<file path="src/rtl/icache_pkg.sv">
package icache_pkg;
  typedef enum logic [1:0] {
    MODE_PRELOAD = 2'd0,
    MODE_ACTIVE  = 2'd1,
    MODE_SHADOW  = 2'd2,
    MODE_END     = 2'd3
  } mode_e;

  // strobes from control to datapath
  typedef struct packed {
    logic fill;
    logic incHit;
    logic incMiss;
  } dpStrobe_t;
endpackage

</file>
<file path="src/rtl/icache_dp.sv">
module icache_dp
  import icache_pkg::*;
#(
  parameter int ADDR_W = 8,
  parameter int DATA_W = 8,
  parameter int IDX_W  = 4,
  parameter int CNT_W  = 8
) (
  input  logic              clk,
  input  logic              rstN,
  input  dpStrobe_t         strobe,
  input  logic [ADDR_W-1:0] fillAddr,
  input  logic [DATA_W-1:0] fillData,
  input  logic [ADDR_W-1:0] lookAddr,
  output logic              hit,
  output logic [DATA_W-1:0] rdData,
  output logic              missOver
);
  localparam int LINES = 1 << IDX_W;
  localparam int TAG_W = ADDR_W - IDX_W;
  localparam logic [CNT_W-1:0] CNT_MAX = {CNT_W{1'b1}};

  logic [LINES-1:0]  lineValid;
  logic [TAG_W-1:0]  tagMem  [LINES];
  logic [DATA_W-1:0] dataMem [LINES];
  logic [CNT_W-1:0]  hitCnt, missCnt;

  logic [IDX_W-1:0] lookIdx, fillIdx;
  logic [TAG_W-1:0] lookTag, fillTag;

  assign lookIdx = lookAddr[IDX_W-1:0];
  assign lookTag = lookAddr[ADDR_W-1:IDX_W];
  assign fillIdx = fillAddr[IDX_W-1:0];
  assign fillTag = fillAddr[ADDR_W-1:IDX_W];

  assign hit      = lineValid[lookIdx] && (tagMem[lookIdx] == lookTag);
  assign rdData   = dataMem[lookIdx];
  assign missOver = missCnt > hitCnt;

  always_ff @(posedge clk) begin
    if (!rstN) lineValid <= '0;
    else if (strobe.fill) lineValid[fillIdx] <= 1'b1;
  end

  always_ff @(posedge clk) begin
    if (strobe.fill) begin
      tagMem[fillIdx]  <= fillTag;
      dataMem[fillIdx] <= fillData;
    end
  end

  always_ff @(posedge clk) begin
    if (!rstN) begin
      hitCnt  <= '0;
      missCnt <= '0;
    end else begin
      if (strobe.incHit && hitCnt != CNT_MAX)   hitCnt  <= hitCnt + 1'b1;
      if (strobe.incMiss && missCnt != CNT_MAX) missCnt <= missCnt + 1'b1;
    end
  end

  AST_HIT_SAT: assert property (@(posedge clk) disable iff (!rstN)
    (strobe.incHit && hitCnt == CNT_MAX) |=> hitCnt == CNT_MAX);
  AST_MISS_SAT: assert property (@(posedge clk) disable iff (!rstN)
    (strobe.incMiss && missCnt == CNT_MAX) |=> missCnt == CNT_MAX);
  AST_FILL_VALID: assert property (@(posedge clk) disable iff (!rstN)
    strobe.fill |=> lineValid[$past(fillIdx)]);
endmodule

</file>
<file path="src/rtl/icache_ctrl.sv">
module icache_ctrl
  import icache_pkg::*;
#(
  parameter int ADDR_W      = 8,
  parameter int PRELOAD_LEN = 16
) (
  input  logic              clk,
  input  logic              rstN,
  input  logic              start,
  input  logic              done,
  input  logic              fetchValid,
  input  logic [ADDR_W-1:0] fetchAddr,
  input  logic              hit,
  input  logic              missOver,
  input  logic              memValid,
  output mode_e             mode,
  output logic              memReq,
  output logic [ADDR_W-1:0] memAddr,
  output logic              fetchReady,
  output dpStrobe_t         strobe
);
  localparam int PCNT_W = $clog2(PRELOAD_LEN + 1);
  localparam logic [PCNT_W-1:0] PRE_LAST = PCNT_W'(PRELOAD_LEN);

  logic [PCNT_W-1:0] preCnt;
  logic pending, run, memDone, serveHit, startMiss, startPre, preDone;

  assign run = (mode == MODE_ACTIVE && !missOver && !done) ||
               (mode == MODE_SHADOW && !done);
  assign memDone   = pending && memValid;
  assign serveHit  = run && !pending && fetchValid && hit;
  assign startMiss = run && !pending && fetchValid && !hit;
  assign preDone   = (preCnt == PRE_LAST);
  assign startPre  = (mode == MODE_PRELOAD) && !pending && !preDone;

  assign memReq     = pending;
  assign memAddr    = (mode == MODE_PRELOAD) ? ADDR_W'(preCnt) : fetchAddr;
  assign fetchReady = serveHit || (memDone && mode != MODE_PRELOAD);

  always_comb begin
    strobe         = '0;
    strobe.incHit  = serveHit;
    strobe.incMiss = memDone && mode != MODE_PRELOAD;
    strobe.fill    = memDone && (mode == MODE_PRELOAD || mode == MODE_SHADOW);
  end

  always_ff @(posedge clk) begin
    if (!rstN) begin
      pending <= 1'b0;
      preCnt  <= '0;
      mode    <= MODE_PRELOAD;
    end else begin
      if (memDone) pending <= 1'b0;
      else if (startMiss || startPre) pending <= 1'b1;
      if (memDone && mode == MODE_PRELOAD) preCnt <= preCnt + 1'b1;
      case (mode)
        MODE_PRELOAD: if (preDone && !pending && start) mode <= MODE_ACTIVE;
        MODE_ACTIVE:  if (!pending) begin
                        if (done) mode <= MODE_END;
                        else if (missOver) mode <= MODE_SHADOW;
                      end
        MODE_SHADOW:  if (!pending && done) mode <= MODE_END;
        default:      mode <= MODE_END;
      endcase
    end
  end

  AST_NO_READY_PRELOAD: assert property (@(posedge clk) disable iff (!rstN)
    mode == MODE_PRELOAD |-> !fetchReady);
  AST_REQ_HOLD: assert property (@(posedge clk) disable iff (!rstN)
    (memReq && !memValid) |=> memReq);
  AST_SHADOW_ENTRY: assert property (@(posedge clk) disable iff (!rstN)
    (mode == MODE_ACTIVE && missOver && !done && !memReq) |=> mode == MODE_SHADOW);
  AST_SHADOW_HOLD: assert property (@(posedge clk) disable iff (!rstN)
    (mode == MODE_SHADOW && !done) |=> mode == MODE_SHADOW);
  AST_END_STICKY: assert property (@(posedge clk) disable iff (!rstN)
    mode == MODE_END |=> (mode == MODE_END && !fetchReady));
endmodule

</file>
<file path="src/rtl/icache_throttled.sv">
module icache_throttled
  import icache_pkg::*;
#(
  parameter int ADDR_W      = 8,
  parameter int DATA_W      = 8,
  parameter int IDX_W       = 4,
  parameter int CNT_W       = 8,
  parameter int PRELOAD_LEN = 16
) (
  input  logic              clk,
  input  logic              rstN,
  input  logic              start,
  input  logic              done,
  input  logic              fetchValid,
  input  logic [ADDR_W-1:0] fetchAddr,
  output logic              fetchReady,
  output logic [DATA_W-1:0] fetchData,
  output logic              throttle,
  output logic [1:0]        mode,
  output logic              memReq,
  output logic [ADDR_W-1:0] memAddr,
  input  logic              memValid,
  input  logic [DATA_W-1:0] memData
);
  mode_e             modeQ;
  dpStrobe_t         strobe;
  logic              hit, missOver;
  logic [DATA_W-1:0] rdData;

  icache_ctrl #(.ADDR_W(ADDR_W), .PRELOAD_LEN(PRELOAD_LEN)) u_ctrl (
    .clk(clk), .rstN(rstN), .start(start), .done(done),
    .fetchValid(fetchValid), .fetchAddr(fetchAddr),
    .hit(hit), .missOver(missOver), .memValid(memValid),
    .mode(modeQ), .memReq(memReq), .memAddr(memAddr),
    .fetchReady(fetchReady), .strobe(strobe)
  );

  icache_dp #(.ADDR_W(ADDR_W), .DATA_W(DATA_W), .IDX_W(IDX_W), .CNT_W(CNT_W)) u_dp (
    .clk(clk), .rstN(rstN), .strobe(strobe),
    .fillAddr(memAddr), .fillData(memData), .lookAddr(fetchAddr),
    .hit(hit), .rdData(rdData), .missOver(missOver)
  );

  assign fetchData = memReq ? memData : rdData;
  assign throttle  = (modeQ == MODE_SHADOW);
  assign mode      = modeQ;

  AST_BYPASS_DATA: assert property (@(posedge clk) disable iff (!rstN)
    (fetchReady && memValid) |-> fetchData == memData);
endmodule

</file>
<file path="config.mk">
export PLATFORM = sky130hd
export DESIGN_NAME = icache_throttled
export DESIGN_NICKNAME = d
export VERILOG_FILES = /design/src/rtl/icache_pkg.sv /design/src/rtl/icache_dp.sv /design/src/rtl/icache_ctrl.sv /design/src/rtl/icache_throttled.sv
export SDC_FILE = /design/constraint.sdc
export NUM_CORES = 1
export LEC_CHECK = 0
export BUFFER_PORTS_ARGS = -buffer_cell sky130_fd_sc_hd__buf_2
export CORE_UTILIZATION = 50
export DETAILED_ROUTE_END_ITERATION = 12
export PLACE_DENSITY = 0.69
export SLEW_MARGIN = 10
export SYNTH_ARGS = -nofsm -noshare
export SYNTH_HDL_FRONTEND = slang
export SYNTH_HIERARCHICAL = 1
export SYNTH_SLANG_ARGS = --single-unit
</file>
<file path="constraint.sdc">
create_clock -name clk -period 9.4 [get_ports clk]
set_input_delay 1.88 -clock clk [delete_from_list [all_inputs] [get_ports clk]]
set_output_delay 1.88 -clock clk [all_outputs]
set_load 0.005 [all_outputs]
</file>
---- After elaboration in Yosys (flattened, before gate mapping) ----
Memory sizes are Yosys's and may differ from the RTL's.
Cells that the tools add are included.
word-level totals
  bits of input ports ..................... 22
  register bits ........................... 40
  output and inout port bits .............. 21
  memories kept ........................... 2
  word-level logic and storage cells ...... 74
  memory bits (writable) .................. 192
cells by class
  equality and inequality tests ........... 10
  reduce and logical (&&, ||, !) cells .... 33
  multiplexer cells ....................... 14
  order comparisons ....................... 4
  bitwise gates (word level) .............. 2
  add/sub/neg operators ................... 3
memory list
  name          depth  bits a word  read ports  clocked after memory_dff  write ports  RTL line         source
  u_dp.dataMem  16     8            1           0                         1            icache_dp.sv:25  logic [DATA_W-1:0] dataMem [LINES];
  u_dp.tagMem   16     4            1           0                         1            icache_dp.sv:24  logic [TAG_W-1:0] tagMem [LINES];
operator list
  cell                 count
  $logic_and 1x1->1    20
  $add 8x1->8 const B  2
  $mux 8               2
  $ne 8x8->1 const B   2
  $or 16x16->16        1
  $lt 4x5->1 const B   2
  $mux 2               5
  $gt 8x8->1           1
  $pmux 2 s3           1
  $add 5x1->5 const B  1
  $eq 5x5->1 const B   1
  $logic_not 1->1      5
  $bmux 1 s4           1
  $demux 1 s4          1
  $eq 4x4->1           1
  $ge 4x1->1 const B   1
  $logic_or 1x1->1     4
  $mux 1               4
  $ne 2x2->1 const B   2
  $reduce_and 4->1     1
  $ne 3x2->1 const B   1
  $eq 2x1->1 const B   1
  $eq 2x2->1 const B   1
  $logic_not 2->1      1
  4 further kinds      4

---- Logic depth before layout (Yosys ltp) ----
Gate-level depths: netlist of run 1.
  word-level depth ........................ 9
  mapped depth ............................ 17
  depth with buffers taken out ............ 16

---- Cells and area by module ----
Netlist of run 1, hierarchy kept.
by module, submodules not included
  module            times used  area an instance (um^2)  cells an instance
  icache_dp         1           8937.3                   467
  icache_ctrl       1           581.8                    68
  icache_throttled  1           137.6                    10

---- Worst setup path after synthesis of run 1 ----
No wires, ideal clock.
  kind .................................... input-to-output
  start ................................... input port fetchAddr[2]
  end ..................................... output port fetchReady
  cell stages on the path ................. 8
  buffers on the path ..................... 1
  data arrival time ....................... 3.853 ns
  setup slack ............................. 3.667 ns
  data required time ...................... 7.520 ns
  path through ............................ buf_6 > mux4_1 > mux4_2 > xnor2_1 > nand3b_1 > nor4b_2 > o2111ai_1 > o22ai_1
on the way
  cells in the longest elaborated chain, start to end .. 5
  elaborated cells between the ends (all ways) .. 7
  classes of those cells .................. eq/ne: 1; mux: 2; reduce/logical: 3; memory: 1
ends and longest elaborated chain
  what                                               RTL line                source
  start, declared                                    icache_throttled.sv:15  input logic [ADDR_W-1:0] fetchAddr,
  $mem_v2 16x4 / $bmux 1 s4 (equally long branches)  -
  $eq 4x4->1 / $mux 1 (equally long branches)        icache_dp.sv:36         assign hit = lineValid[lookIdx] && (tagMem[lookIdx] == lookTag);
  $logic_and 1x1->1 *                                icache_dp.sv:36
  via hit                                            icache_throttled.sv:27  logic hit, missOver;
  $logic_and 1x1->1 *                                icache_ctrl.sv:31       assign serveHit = run && !pending && fetchValid && hit;
  $logic_or 1x1->1 *                                 icache_ctrl.sv:38       assign fetchReady = serveHit || (memDone && mode != MODE_PRELOAD);
  end, declared                                      icache_throttled.sv:16  output logic fetchReady,
The timed path passes the listed nets; every way through them passes the cells marked *. The select of a mux whose other input is x is not followed.

---- Worst setup path in the final report of run 1 ----
  start ................................... input port fetchAddr[1]
  end ..................................... output port fetchReady
Same word-level chain as after synthesis.

==> results of run 1 <==
registers in the layout, summed over array words and instances, names as in the netlist:
register,count
u_dp/lineValid,16
u_dp/dataMem,128
u_ctrl/preCnt,5
u_dp/tagMem,64
u_ctrl/memReq,1
u_dp/hitCnt,8
u_ctrl/mode,2
u_dp/missCnt,8
layout make-up:
cell class	instances	area (um^2)	share of cell area, %
Sequential cell	232	6570	59.9
Multi-Input combinational cell	272	2900	26.5
Clock buffer	34	669	6.11
Timing Repair Buffer	61	355	3.24
Tap cell	260	325	2.97
Clock inverter	11	78.8	0.719
Inverter	16	60.1	0.548
Antenna cell	1	2.50	0.0228
cell families after synthesis:
family                   share of synthesized area (%)
AO/OA/AOI/OAI                                     3.59
flip-flops                                        68.0
AND/OR/NAND/NOR                                   6.71
adder cells (fa/ha/maj)                           1.55
XOR/XNOR                                          1.45
multiplexers                                      16.6
buffers and inverters                             2.14
cells in the final DEF, fill, tap and decap left out, drive strengths merged, types with 2 or more instances in the layout:
cell type	Yosys	routed
nor2	21	21
nor3	6	6
mux4	59	59
nor2b	8	8
nor3b	3	3
o21a	23	23
xnor2	15	15
o21ai	8	8
nand3	11	11
dfxtp	40	40
clkbuf	9	34
a21boi	3	3
mux2	14	14
a2111oi	2	2
edfxtp	192	192
clkinv	0	9
mux2i	6	6
nand4bb	2	2
and2	13	13
nand2	20	20
inv	16	17
nand3b	3	3
and3	5	5
buf	16	61
ha	12	12
nand4	7	7
nor4b	2	2
or3	5	5
nand2b	3	3
a21oi	7	7
layer usage:
metal,vias up,wire [um],part of all wire [%],track usage (%)
li1,2297,-,-,-
met1,2725,8320,41,27.2
met2,143,10700,52,38.4
met3,29,974,4.8,3.02
met4,0,433,2.1,7.04
met5,-,0,0,0
stage by stage:
stage	power, mW	cell area, um^2	utilization, %
global placement	1.24	10200	54.2
floorplan	1.20	9660	-
finish	2.12	11000	58.2
global route	2.18	11000	58.2
detailed placement	1.24	10200	54.2
CTS	2.13	11000	58.2
worst max-delay path by stage:
stage | startpoint | slack (ns) | cells after the start | end
2_1_floorplan | fetchAddr[2] | 3.67 | 8 | fetchReady
3_3_place_gp | fetchAddr[0] | 2.46 | 11 | fetchReady
3_5_place_dp | fetchAddr[0] | 2.37 | 11 | fetchReady
4_1_cts | fetchAddr[0] | 2.37 | 11 | fetchReady
5_1_grt | fetchAddr[1] | 2.34 | 11 | fetchReady
6_report | fetchAddr[1] | 2.58 | 11 | fetchReady
worst max-delay path, cell delays in order:
cell	delay, ns
buf_2	0.48
buf_4	0.46
inv_1	0.16
or3_1	0.41
a31oi_1	0.18
o211ai_1	0.13
xor2_1	0.19
nor4b_2	0.40
o2111ai_1	0.25
o22ai_1	0.22
buf_2	0.15
power by group through the flow:
stage / Combinational, mW / Sequential (mW) / Clock (mW)
floorplan: 0.0679 / 1.14 / 0
global placement: 0.0960 / 1.14 / 0
detailed placement: 0.0982 / 1.14 / 0
CTS: 0.0987 / 1.12 / 0.917
global route: 0.106 / 1.12 / 0.954
finish: 0.0972 / 1.12 / 0.901
==> results.json, run 1 <==
{
  "yosysWarnings": 6,
  "grt_use_total_pct": 21.6,
  "syn_area_per_cell_um2": 17.7,
  "crit_path_max_fanout": 25,
  "synth_fp_nets": 579,
  "post_drt_wl_per_cell_um": 23.0,
  "rsz0062_at_grt": "no",
  "synth_top_area_cell": "edfxtp_1",
  "hold_class": "flip-flop to flip-flop",
  "fill_cells": 1394,
  "start_util_pct": 51.3,
  "dieArea_mm2": 0.0199,
  "rows": 50,
  "yosys.area.top_type_share_pct": 59.7,
  "seqPwrFrac_pct": 52.8,
  "leakagePower_nw": 3.73,
  "combPwrFrac_pct": 4.6,
  "switching_share_pct": 20.4,
  "intPower_mw": 1.68,
  "dp.cells": 841,
  "holdWs_ns": 0.466,
  "crit_type": "input port to output pin",
  "ant_nets": 0,
  "drc": 0,
  "chipWidth_um": 141,
  "start_kind": "input port",
  "cts_tree": "built",
  "synth_seq_cells": 232,
  "maxSlewHeadroom_pct": 25.1,
  "setup_tns_ns": 0,
  "io_pins": 43,
  "gr-total-overflow": 0,
  "yosysSeqAreaShare_pct": 68.0,
  "clockPowerShare_pct": 42.6,
  "max-vdd-ir-drop_mv": 0.125,
  "status": "completed",
  "dp_hpwl_mm": 12.5,
  "postCtsSetupRepairBufs": 0,
  "cts_buffers": 25,
  "htreeDepth": 1,
  "drtPass1Iterations": 5,
  "grt_pass1_vias": 5498,
  "drive_above_1_share_pct": 26.8,
  "tightestPinTransition_ns": 1.12,
  "r2r-end": "u_dp/hitCnt[5]",
  "post_cts_resized": 0,
  "route.vias.total": 5194,
  "async_flop_share_pct": 0,
  "grt_pass1_wl_mm": 31.4,
  "worstSkewPairLatency_ns": 0.51,
  "synth_enable_flop_cells": 192,
  "ys_top_cells_by_count": "edfxtp_1, mux4_2, dfxtp_1, o21a_1, nor2_1",
  "cts_buffer_depth": 3,
  "power_density_mw_per_mm2": 193,
  "critPathArrivalTime_ns": 4.94,
  "ys.flop_type": "edfxtp_1",
  "synthesis.area_mm2": 0.00966,
  "finalClockSkew_ns": 0.0104,
  "r2r_start": "u_dp/tagMem[3][1]",
  "fin_crit_ns": 6.82,
  "cts_num_sinks": 232,
  "synthCells": 545,
  "grt_max_degree": 38,
  "gp_congestion": 0.772,
  "rr_worst_depth": 12,
  "drv_cap": 0,
  "cp-end-kind": "output pin",
  "dpl_worst_slack_ns": 2.37,
  "synth_cell_types": 51,
  "drt_iter0_drc": 414,
  "fmax_mhz": 147,
  "min_from": "u_dp/lineValid[0]",
  "min_to": "u_dp/lineValid[0]",
  "syn_to_final_growth_pct": 13.5,
  "p_sw_uw": 432,
  "clk_transition_reported_paths_ns": 0.05,
  "slew_viol_final": 0,
  "fin_ws_ns": 2.58,
  "core_mm2": 0.0188,
  "required_ns": 7.52,
  "io_buffers": 42,
  "cts_hold_buf": 0,
  "finalNonFillerCells": 887,
  "reg2reg_slack_ns": 5.82,
  "die-height_um": 141,
  "drt-vias-per-instance": 5.86,
  "finalSetupViolCount": 0,
  "antenna_found_initial": 1,
  "hold_viol_final": 0,
  "wirelength_mm": 20.4,
  "fin_crit_sh_pct": 72.6,
  "min_path_cells": 1,
  "yosys.cell_count.top_type": "edfxtp_1",
  "synthTopCellsByArea": "edfxtp_1, mux4_2, dfxtp_1, o21a_1, mux4_1",
  "clockRootBuffer": "clkbuf_16",
  "layout.nets": 642
}
(Power assumes the default switching activity.)
==> inputs of run 2 (changes only) <==
ABC_AREA = 1   (was not set)
PLACE_DENSITY = 0.71   (was 0.69)
clock period = 6.1 ns   (was 9.4 ns; I/O delays follow)
==> results.json, run 2 <==
{
  "switching_share_pct": 21.1,
  "io_pins": 43,
  "fin_crit_sh_pct": 77.0,
  "drt-vias-per-instance": 5.54,
  "synthXorXnorAreaFrac_pct": 0.601,
  "route.vias.total": 7251,
  "gr-total-overflow": 0,
  "synth_enable_flop_cells": 192,
  "post_cts_resized": 0,
  "cts_buffers": 24,
  "antenna_cells": 0,
  "drt_iter0_drc": 703,
  "critical_path_depth": 15,
  "crit_path_max_fanout": 50,
  "cp-startpoint": "fetchAddr[0]",
  "synth-compound-area-share_pct": 9.78,
  "holdWs_ns": 0.464,
  "postCtsSetupRepairBufs": 0,
  "crit_end": "fetchReady",
  "finalClockSkew_ns": 0.0110,
  "synth_seq_cells": 232,
  "cpPeakStageDelay_ns": 0.50,
  "grt_use_total_pct": 23.4,
  "wirelength_mm": 23.7,
  "clockPowerShare_pct": 44.9,
  "crit_family": "buffers and inverters",
  "htreeDepth": 1,
  "core_mm2": 0.0197,
  "p_sw_uw": 731,
  "gp_congestion": 0.827,
  "largestRegisters": "u_dp/dataMem (128), u_dp/tagMem (64), u_dp/lineValid (16)",
  "yosysSeqAreaShare_pct": 64.4,
  "start_kind": "input port",
  "syn_area_per_cell_um2": 10.4,
  "path_buf_inv": 4,
  "rsz0062_at_grt": "no",
  "largest_register_ffs": 128,
  "synth_cell_types": 38,
  "seqPwrFrac_pct": 49.7,
  "drtPass1Iterations": 6,
  "max-vdd-ir-drop_mv": 0.210,
  "layout.nets": 1060,
  "leakagePower_nw": 4.34,
  "ys.flop_type": "edfxtp_1",
  "synth_fp_nets": 1015,
  "syn_to_final_growth_pct": 12.5,
  "fmax_mhz": 213,
  "drc": 0,
  "muxShareOfSynthArea_pct": 0,
  "synthTopCellsByArea": "edfxtp_1, dfxtp_1, nand2_1, nor2_1, o21ai_0",
  "hold_class": "flip-flop to flip-flop",
  "grt_max_degree": 100,
  "mostFrequentLayoutCells": "edfxtp_1, nand2_1, nor2_1",
  "cts_num_sinks": 232,
  "finalNonFillerCells": 1309,
  "layout_commonest_cell": "edfxtp_1",
  "chipWidth_um": 145,
  "grt_pass1_vias": 6731,
  "worstSkewPairLatency_ns": 0.52,
  "required_ns": 4.88,
  "combPwrFrac_pct": 5.4,
  "hold_viol_final": 0,
  "yosys.cell_count.top_type": "edfxtp_1",
  "cp-end-kind": "output pin",
  "synthesis.area_mm2": 0.0102,
  "crit_type": "input port to output pin",
  "fin_crit_ns": 4.70,
  "reg2reg_slack_ns": 3.02,
  "cts_tree": "built",
  "maxSlewHeadroom_pct": 22.9,
  "rows": 51,
  "tightestPinTransition_ns": 1.15,
  "die-height_um": 145,
  "synth_top_family_by_area": "simple AND/OR/NAND/NOR gates",
  "path_common_cell": "nand2_1",
  "dp.cells": 1265,
  "cp_slowest_cell": "buf_4",
  "intPower_mw": 2.73,
  "r2r-end": "u_dp/tagMem[5][3]",
  "dieArea_mm2": 0.0210,
  "slew_viol_final": 0,
  "drv_cap": 0,
  "drive_above_1_share_pct": 12.0,
  "yosys.area.top_type_share_pct": 56.5,
  "rr_worst_depth": 7,
  "worstPathCellList": "buf_4, buf_4, nand2_1, nand2_1, nand2_1, nand3_1, nand3_1, nand2_1, nand2_1, nand2_1, nand3_1, nor2_1, inv_1, o22ai_1, buf_2",
  "async_flop_share_pct": 0,
  "post_drt_wl_per_cell_um": 18.1,
  "synthAdderAreaFrac_pct": 1.47,
  "synth_top_area_cell": "edfxtp_1",
  "finalSetupViolCount": 0,
  "dp_hpwl_mm": 14.0,
  "critPathArrivalTime_ns": 3.48,
  "power_density_mw_per_mm2": 302,
  "ant_nets": 0,
  "status": "completed",
  "antenna_found_initial": 0,
  "cts_hold_buf": 0,
  "clk_transition_reported_paths_ns": 0.06,
  "ys_top_cells_by_count": "edfxtp_1, nand2_1, nor2_1, inv_1, o21ai_0",
  "yosysWarnings": 6,
  "synthCells": 981,
  "regMostFlops": "u_dp/dataMem",
  "r2r_start": "u_ctrl/memReq",
  "io_buffers": 42,
  "grt_pass1_wl_mm": 36.8,
  "clockRootBuffer": "clkbuf_16",
  "start_util_pct": 51.7,
  "synth-simple-area-share_pct": 17.5,
  "setup_tns_ns": 0,
  "cts_buffer_depth": 3
}
==> run 2: cells by family (layout without fill, tap and decap cells) <==
group,Yosys count,count (layout)
AND/OR/NAND/NOR,426,426
buffers and inverters,139,202
XOR/XNOR,7,7
AO/OA/AOI/OAI,165,165
flip-flops,232,232
adder cells (fa/ha/maj),12,12
==> run 2: how the worst min path moves through the flow <==
stage                            start            endpoint  cells past startpoint
floorplan           u_dp/lineValid[11]  u_dp/lineValid[11]                      2
detailed placement   u_dp/lineValid[3]   u_dp/lineValid[3]                      2
global route        u_dp/lineValid[12]  u_dp/lineValid[12]                      1
CTS                  u_dp/lineValid[3]   u_dp/lineValid[3]                      2
finish              u_dp/lineValid[12]  u_dp/lineValid[12]                      1
global placement    u_dp/lineValid[11]  u_dp/lineValid[11]                      2
==> run 2: final cells by class <==
| class | count | area (um^2) |
|---|---|---|
| fill | 1589 | 8240 |
| sequential | 232 | 6570 |
| multi-input combinational | 610 | 2990 |
| clock buffer | 31 | 648 |
| timing repair buffer | 66 | 393 |
| inverter | 92 | 350 |
| tap | 265 | 332 |
| clock inverter | 13 | 195 |
==> run 2: power by group through the flow <==
stage	Clock (mW)	Combinational [mW]	Sequential [mW]
final	1.55	0.187	1.72
after global routing	1.63	0.209	1.72
after CTS	1.57	0.185	1.72
after detailed placement	0	0.184	1.76
after global placement	0	0.181	1.76
after floorplan	0	0.122	1.75
==> run 2: metal layers <==
| layer | track usage, % | share of wire [%] | wire (um) | up-vias |
|---|---|---|---|---|
| met5 | 0 | 0 | 0 | - |
| met4 | 8.03 | 2.5 | 592 | 0 |
| met3 | 3.92 | 7.6 | 1800 | 42 |
| met2 | 37.0 | 46 | 10800 | 282 |
| met1 | 32.8 | 44 | 10500 | 3457 |
| li1 | - | - | - | 3470 |
==> run 2: stage by stage <==
step / cell area, um^2 / setup slack (ns) / total power, mW / utilization (%)
2_1_floorplan: 10200 / 2.56 / 1.87 / -
3_3_place_gp: 10600 / 1.48 / 1.94 / 53.9
3_5_place_dp: 10600 / 1.45 / 1.94 / 53.9
4_1_cts: 11500 / 1.44 / 3.48 / 58.2
5_1_grt: 11500 / 1.20 / 3.56 / 58.2
6_report: 11500 / 1.40 / 3.46 / 58.2
